### src/rtl/pscl_pkg.sv
package pscl_pkg;
    typedef enum logic [0:0] {
        ST_BYPASS = 1'b0,
        ST_DIVIDE = 1'b1
    } pscl_state_e;
endpackage

### src/rtl/pscl_cfg_reg.sv
module pscl_cfg_reg #(
    parameter int ADDR_W   = 8,
    parameter int DATA_W   = 8,
    parameter int SEL_W    = 6,
    parameter int REG_ADDR = 8'h2E
) (
    input  logic              clk,
    input  logic              rst,
    input  logic [ADDR_W-1:0] addr,
    input  logic              we,
    input  logic [DATA_W-1:0] wdata,
    output logic [DATA_W-1:0] rdata,
    output logic [SEL_W-1:0]  sel
);
    logic hit;

    assign hit = (addr == ADDR_W'(REG_ADDR));

    always_ff @(posedge clk) begin
        if (rst) begin
            sel <= '0;
        end else if (we && hit) begin
            sel <= wdata[SEL_W-1:0];
        end
    end

    always_comb begin
        rdata = '0;
        if (hit) begin
            rdata[SEL_W-1:0] = sel;
        end
    end
endmodule

### src/rtl/pscl_ratio_dec.sv
module pscl_ratio_dec #(
    parameter int SEL_W = 6,
    parameter int KW    = 3
) (
    input  logic [SEL_W-1:0] sel,
    output logic [KW-1:0]    log2_ratio
);
    logic [SEL_W-1:0] hit;

    for (genvar g = 0; g < SEL_W; g++) begin : g_hit
        assign hit[g] = (sel == (SEL_W'(1) << g));
    end

    always_comb begin
        log2_ratio = KW'(SEL_W);
        if (sel == '0) begin
            log2_ratio = '0;
        end else begin
            for (int i = 0; i < SEL_W; i++) begin
                if (hit[i]) begin
                    log2_ratio = KW'(i + 1);
                end
            end
        end
    end
endmodule

### src/rtl/pscl_div_fsm.sv
module pscl_div_fsm
    import pscl_pkg::*;
#(
    parameter int SEL_W = 6,
    parameter int KW    = 3
) (
    input  logic              clk,
    input  logic              rst,
    input  logic [KW-1:0]     next_k,
    output logic              ce,
    output logic [KW-1:0]     act_k,
    output pscl_state_e       st_n,
    output logic [SEL_W-1:0]  cnt_n,
    output logic [KW-1:0]     k_n
);
    pscl_state_e      st;
    logic [SEL_W-1:0] cnt;
    logic [SEL_W-1:0] last;
    logic             ce_raw;

    assign last = {SEL_W{1'b1}} >> (KW'(SEL_W) - act_k);

    always_ff @(posedge clk) begin
        if (rst) begin
            st    <= ST_BYPASS;
            cnt   <= '0;
            act_k <= '0;
        end else begin
            st    <= st_n;
            cnt   <= cnt_n;
            act_k <= k_n;
        end
    end

    always_comb begin
        st_n   = st;
        cnt_n  = cnt;
        k_n    = act_k;
        ce_raw = 1'b0;
        unique case (st)
            ST_BYPASS: begin
                ce_raw = 1'b1;
                cnt_n  = '0;
                k_n    = next_k;
                st_n   = (next_k == '0) ? ST_BYPASS : ST_DIVIDE;
            end
            ST_DIVIDE: begin
                if (cnt == last) begin
                    ce_raw = 1'b1;
                    cnt_n  = '0;
                    k_n    = next_k;
                    st_n   = (next_k == '0) ? ST_BYPASS : ST_DIVIDE;
                end else begin
                    cnt_n = cnt + 1'b1;
                end
            end
            default: begin
                st_n = ST_BYPASS;
            end
        endcase
    end

    assign ce = ce_raw & ~rst;
endmodule

### src/rtl/pscl_obs_clk.sv
module pscl_obs_clk
    import pscl_pkg::*;
#(
    parameter int SEL_W = 6,
    parameter int KW    = 3
) (
    input  logic              clk,
    input  logic              rst,
    input  pscl_state_e       st_n,
    input  logic [SEL_W-1:0]  cnt_n,
    input  logic [KW-1:0]     k_n,
    output logic              div_clk
);
    logic [SEL_W-1:0] last_n;
    logic [SEL_W-1:0] half_n;
    logic             obs_d;

    assign last_n = {SEL_W{1'b1}} >> (KW'(SEL_W) - k_n);
    assign half_n = last_n >> 1;
    assign obs_d  = (st_n == ST_DIVIDE) && (cnt_n <= half_n);

    always_ff @(posedge clk) begin
        if (rst) begin
            div_clk <= 1'b0;
        end else begin
            div_clk <= obs_d;
        end
    end
endmodule

### src/rtl/cpuclk_prescaler.sv
module cpuclk_prescaler
    import pscl_pkg::*;
#(
    parameter int ADDR_W   = 8,
    parameter int DATA_W   = 8,
    parameter int SEL_W    = 6,
    parameter int REG_ADDR = 8'h2E
) (
    input  logic              clk,
    input  logic              rst,
    input  logic [ADDR_W-1:0] reg_addr,
    input  logic              reg_we,
    input  logic [DATA_W-1:0] reg_wdata,
    output logic [DATA_W-1:0] reg_rdata,
    output logic              cpu_ce,
    output logic              div_clk
);
    localparam int KW = $clog2(SEL_W + 1);

    logic [SEL_W-1:0] sel_q;
    logic [KW-1:0]    next_k;
    logic [KW-1:0]    act_k;
    pscl_state_e      st_n;
    logic [SEL_W-1:0] cnt_n;
    logic [KW-1:0]    k_n;

    pscl_cfg_reg #(
        .ADDR_W(ADDR_W), .DATA_W(DATA_W), .SEL_W(SEL_W), .REG_ADDR(REG_ADDR)
    ) u_cfg (
        .clk(clk), .rst(rst), .addr(reg_addr), .we(reg_we),
        .wdata(reg_wdata), .rdata(reg_rdata), .sel(sel_q)
    );

    pscl_ratio_dec #(.SEL_W(SEL_W), .KW(KW)) u_dec (
        .sel(sel_q), .log2_ratio(next_k)
    );

    pscl_div_fsm #(.SEL_W(SEL_W), .KW(KW)) u_fsm (
        .clk(clk), .rst(rst), .next_k(next_k), .ce(cpu_ce),
        .act_k(act_k), .st_n(st_n), .cnt_n(cnt_n), .k_n(k_n)
    );

    pscl_obs_clk #(.SEL_W(SEL_W), .KW(KW)) u_obs (
        .clk(clk), .rst(rst), .st_n(st_n), .cnt_n(cnt_n), .k_n(k_n),
        .div_clk(div_clk)
    );
endmodule

### config.mk
export PLATFORM = sky130hd
export DESIGN_NAME = cpuclk_prescaler
export DESIGN_NICKNAME = d
export VERILOG_FILES = /design/src/rtl/pscl_pkg.sv /design/src/rtl/pscl_cfg_reg.sv /design/src/rtl/pscl_ratio_dec.sv /design/src/rtl/pscl_div_fsm.sv /design/src/rtl/pscl_obs_clk.sv /design/src/rtl/cpuclk_prescaler.sv
export SDC_FILE = /design/constraint.sdc
export NUM_CORES = 1
export LEC_CHECK = 0
export BUFFER_PORTS_ARGS = -buffer_cell sky130_fd_sc_hd__buf_2
export CORE_MARGIN = 10
export CORE_UTILIZATION = 40
export CTS_CLUSTER_DIAMETER = 120
export DETAILED_ROUTE_END_ITERATION = 10
export PLACE_DENSITY = 0.7
export REMOVE_ABC_BUFFERS = 1
export SETUP_SLACK_MARGIN = 0.5
export SYNTH_ARGS = -nofsm -noshare
export SYNTH_HDL_FRONTEND = slang
export SYNTH_SLANG_ARGS = --single-unit
### constraint.sdc
create_clock -name clk -period 5.7 [get_ports clk]
set_input_delay 0.285 -clock clk [delete_from_list [all_inputs] [get_ports clk]]
set_output_delay 0.285 -clock clk [all_outputs]
set_load 0.005 [all_outputs]
==> run_results.csv <==
group,metric,value,unit
status,status,"finished clean",
timing,rsz0062_at_grt,"false",
timing,max_freq,0.250,GHz
synth,synth-main-ff-cell,"dfxtp_1",
synth,yosys-top-cells-area,"dfxtp_1 (29%), ha_1 (13%), nand3_1 (4.7%)",
global_route,grt_overflow,0,
timing,slew_violations,0,
clock_tree,cts_root_buf,"clkbuf_4",
routing,drtAntennaViolNets,0,
final_layout,antenna_cells,0,
clock_tree,cts_resized,0,
global_route,grtUsageTotal,10.6,%
routing,via_per_inst,5.52,
synth,yosysTopAreaCell,"dfxtp_1",
clock_tree,cts.sinks,17,
worst_setup_path,required,5.92,ns
timing,period_share,70.2,%
power,pwr_density_cell,147,mW/mm²
final_layout,syn_to_final_growth,12.4,%
synth,ys_seq_elements,17,
clock_tree,clk_path_buf_depth,2,
global_route,grt_pass1_wl,4810,µm
timing,hold_violations,0,
worst_setup_path,r2r-start,"u_fsm.act_k[1]",
placed_design,routabilityCongestion,0.788,
timing,fin_skew,0.00986,ns
worst_setup_path,worstPathArrival,4.22,ns
timing,setup_violations,0,
worst_setup_path,cp-start-kind,"register",
clock_tree,postCtsSetupBuffers,0,
synth,syn_inst,141,
floorplanning,die_area,0.00553,mm²
synth,synth_common_cells,"dfxtp_1 (17), ha_1 (12), nand3_1 (11), a21oi_1 (10)",
floorplanning,die_x,74.4,µm
final_layout,fin_cells,194,
clock_tree,cts_tree,"built",
placed_design,numPortBuffers,24,
worst_setup_path,r2r_slack,1.70,ns
routing,drc,0,
synth,syn_area,0.00118,mm²
job,drv_cap,0,
hold_path,holdCritStartpoint,"reg_wdata[2]",
timing,hold-worst-slack,0.228,ns
clock_tree,cts.reportedPaths.clkPinSlew,0.11,ns
timing,maxSlewHeadroom,61.2,%
global_route,antenna_found_initial,0,
final_layout,fin_nets,195,
timing,postLayoutSetupSlackWorst,1.70,ns
placed_design,dp_hpwl,2130,µm
global_route,grt_pass1_vias,1148,
routing,detail_route.first_pass.iterations,4,
timing,fin_tns_setup,0,ns
worst_setup_path,cp_cell_sequence,"ha_1, inv_1, ha_1, nor3b_1, o21bai_1, a211oi_4, nand2b_4, mux2i_1, ha_1, inv_1, ha_1, or2_2, ha_1, a211oi_1, o32ai_1, a211oi_1",
hold_path,hold_end,"u_cfg.sel[2]",
floorplanning,ioPinCount,29,
routing,vias,1070,
power,ir_worst_vdd,0.149,mV
timing,worst_pin_slew,0.577,ns
worst_setup_path,critPathKind,"reg -> reg",
routing,drt-total-wl,2640,µm
worst_setup_path,cp_max_fo,20,
placed_design,place_ws,1.70,ns
synth,ys_seq_area_share,28.8,%
worst_setup_path,endpoint_kind,"register",
clock_tree,insertion_delay,0.29,ns
floorplanning,initial_core_util,42.6,%
synth,ys_types,43,
synth,postSynthAreaPerCell,8.39,µm²
clock_tree,cts_buffers,3,
synth,synth_top_cell_area_share,28.8,%
floorplanning,rows,19,
worst_setup_path,worst_path_max_delay_cell,"ha_1",
synth,yosysWarningCount,0,
hold_path,holdCritPathClass,"in -> reg",
worst_setup_path,crit_top_cell,"ha_1",
synth,yosysMostFrequentCell,"dfxtp_1",
floorplanning,core-area,0.00278,mm²
routing,wl_per_cell,13.6,µm
synth,synth_edf_count,0,
floorplanning,dieHeight,74.4,µm
worst_setup_path,r2r_cells,16,
clock_tree,cts-hold-fix-buffers,0,
global_route,grt_max_degree,21,
placed_design,placedCellCount,190,
power,power.leakage,0.570,nW
hold_path,min_path_cells,3,
final_layout,fin_util,47.8,%
timing,min_period,4.00,ns
clock_tree,htree_levels,1,
routing,initialDrtViolationCount,27,
worst_setup_path,r2r-end,"u_obs.div_clk",
synth,async_flop_share,0,%
worst_setup_path,cpPeakStageDelay,0.40,ns
final_layout,layout-drive-gt1-share,22.1,%
==> worst max-delay path by stage <==
stage               slack, ns      startpoint       endpoint  depth (start not counted)
CTS                      1.67  u_fsm.act_k[1]  u_obs.div_clk                         16
global route             1.38  u_fsm.act_k[1]  u_obs.div_clk                         16
finish                   1.70  u_fsm.act_k[1]  u_obs.div_clk                         16
detailed placement       1.70  u_fsm.act_k[1]  u_obs.div_clk                         16
floorplan                2.17  u_fsm.act_k[1]  u_obs.div_clk                         16
global placement         1.85  u_fsm.act_k[1]  u_obs.div_clk                         16
==> power by group <==
part           internal, mW  total [mW]  switching, mW
Clock                0.0261      0.0652         0.0391
Combinational       0.00559      0.0114        0.00583
Sequential            0.119       0.119       0.000155
Total                 0.151       0.196         0.0451
==> cell families (layout without fill, tap and decap cells) <==
kind of cell / count (synthesis) / in the layout / synth area share, %
xor+xnor: 6 / 6 / 4.44
buf+inv: 14 / 35 / 6.24
compound gates: 28 / 28 / 16.1
flops: 17 / 17 / 28.8
other cells: 1 / 2 / 0.317
mux: 2 / 2 / 2.11
fa+ha+maj: 14 / 14 / 14.4
simple gates: 59 / 59 / 27.7
==> area by class of cell <==
type | count | area, µm²
Fill cell | 283 | 1450
Clock buffer | 3 | 22.5
Clock inverter | 1 | 5.00
Inverter | 6 | 22.5
Sequential cell | 17 | 340
Multi-Input combinational cell | 111 | 773
Tap cell | 31 | 38.8
Timing Repair Buffer | 25 | 128
==> cells in the final DEF (no fill, tap or decap), types with 2 or more instances in the layout <==
cell type	n
a211oi_1	4
o21ai_0	4
and3_1	2
and2_1	6
dfxtp_1	17
ha_1	12
clkbuf_4	3
nand2_1	9
nor4_1	3
buf_2	24
inv_1	6
xor2_1	4
a21oi_1	10
conb_1	2
nor3_1	9
xnor2_1	2
nand3_1	11
maj3_1	2
or2_2	2
nor3b_1	2
nor2_1	6
nand2b_1	3
==> per-layer routing <==
layer / vias to the layer above / wire length [µm] / track usage [%]
met1: 491 / 1190 / 11.5
met4: 0 / 0 / 0.610
met5: - / 0 / 0
met2: 34 / 1250 / 18.8
met3: 0 / 200 / 5.45
li1: 545 / - / -
==> critical path, delay by kind of cell (launching register included) <==
| family | cells | cell delay, ns |
|---|---|---|
| adder cells (fa/ha/maj) | 5 | 1.31 |
| multiplexers | 1 | 0.22 |
| AND/OR/NAND/NOR | 3 | 0.83 |
| flip-flops | 1 | 0.37 |
| AO/OA/AOI/OAI | 5 | 1.10 |
| buffers and inverters | 2 | 0.08 |
==> sequential cells by signal (all words and copies together), names as in the netlist <==
register and flops:
u_cfg.sel 6, u_fsm.st 1, u_fsm.cnt 6, u_obs.div_clk 1, u_fsm.act_k 3
==> through the flow <==
step | total power [mW] | area [µm²]
6_report | 0.196 | 1330
5_1_grt | 0.207 | 1330
4_1_cts | 0.198 | 1330
3_5_place_dp | 0.133 | 1300
3_3_place_gp | 0.133 | 1300
2_1_floorplan | 0.125 | 1140
Power figures use the tool's default switching activity.
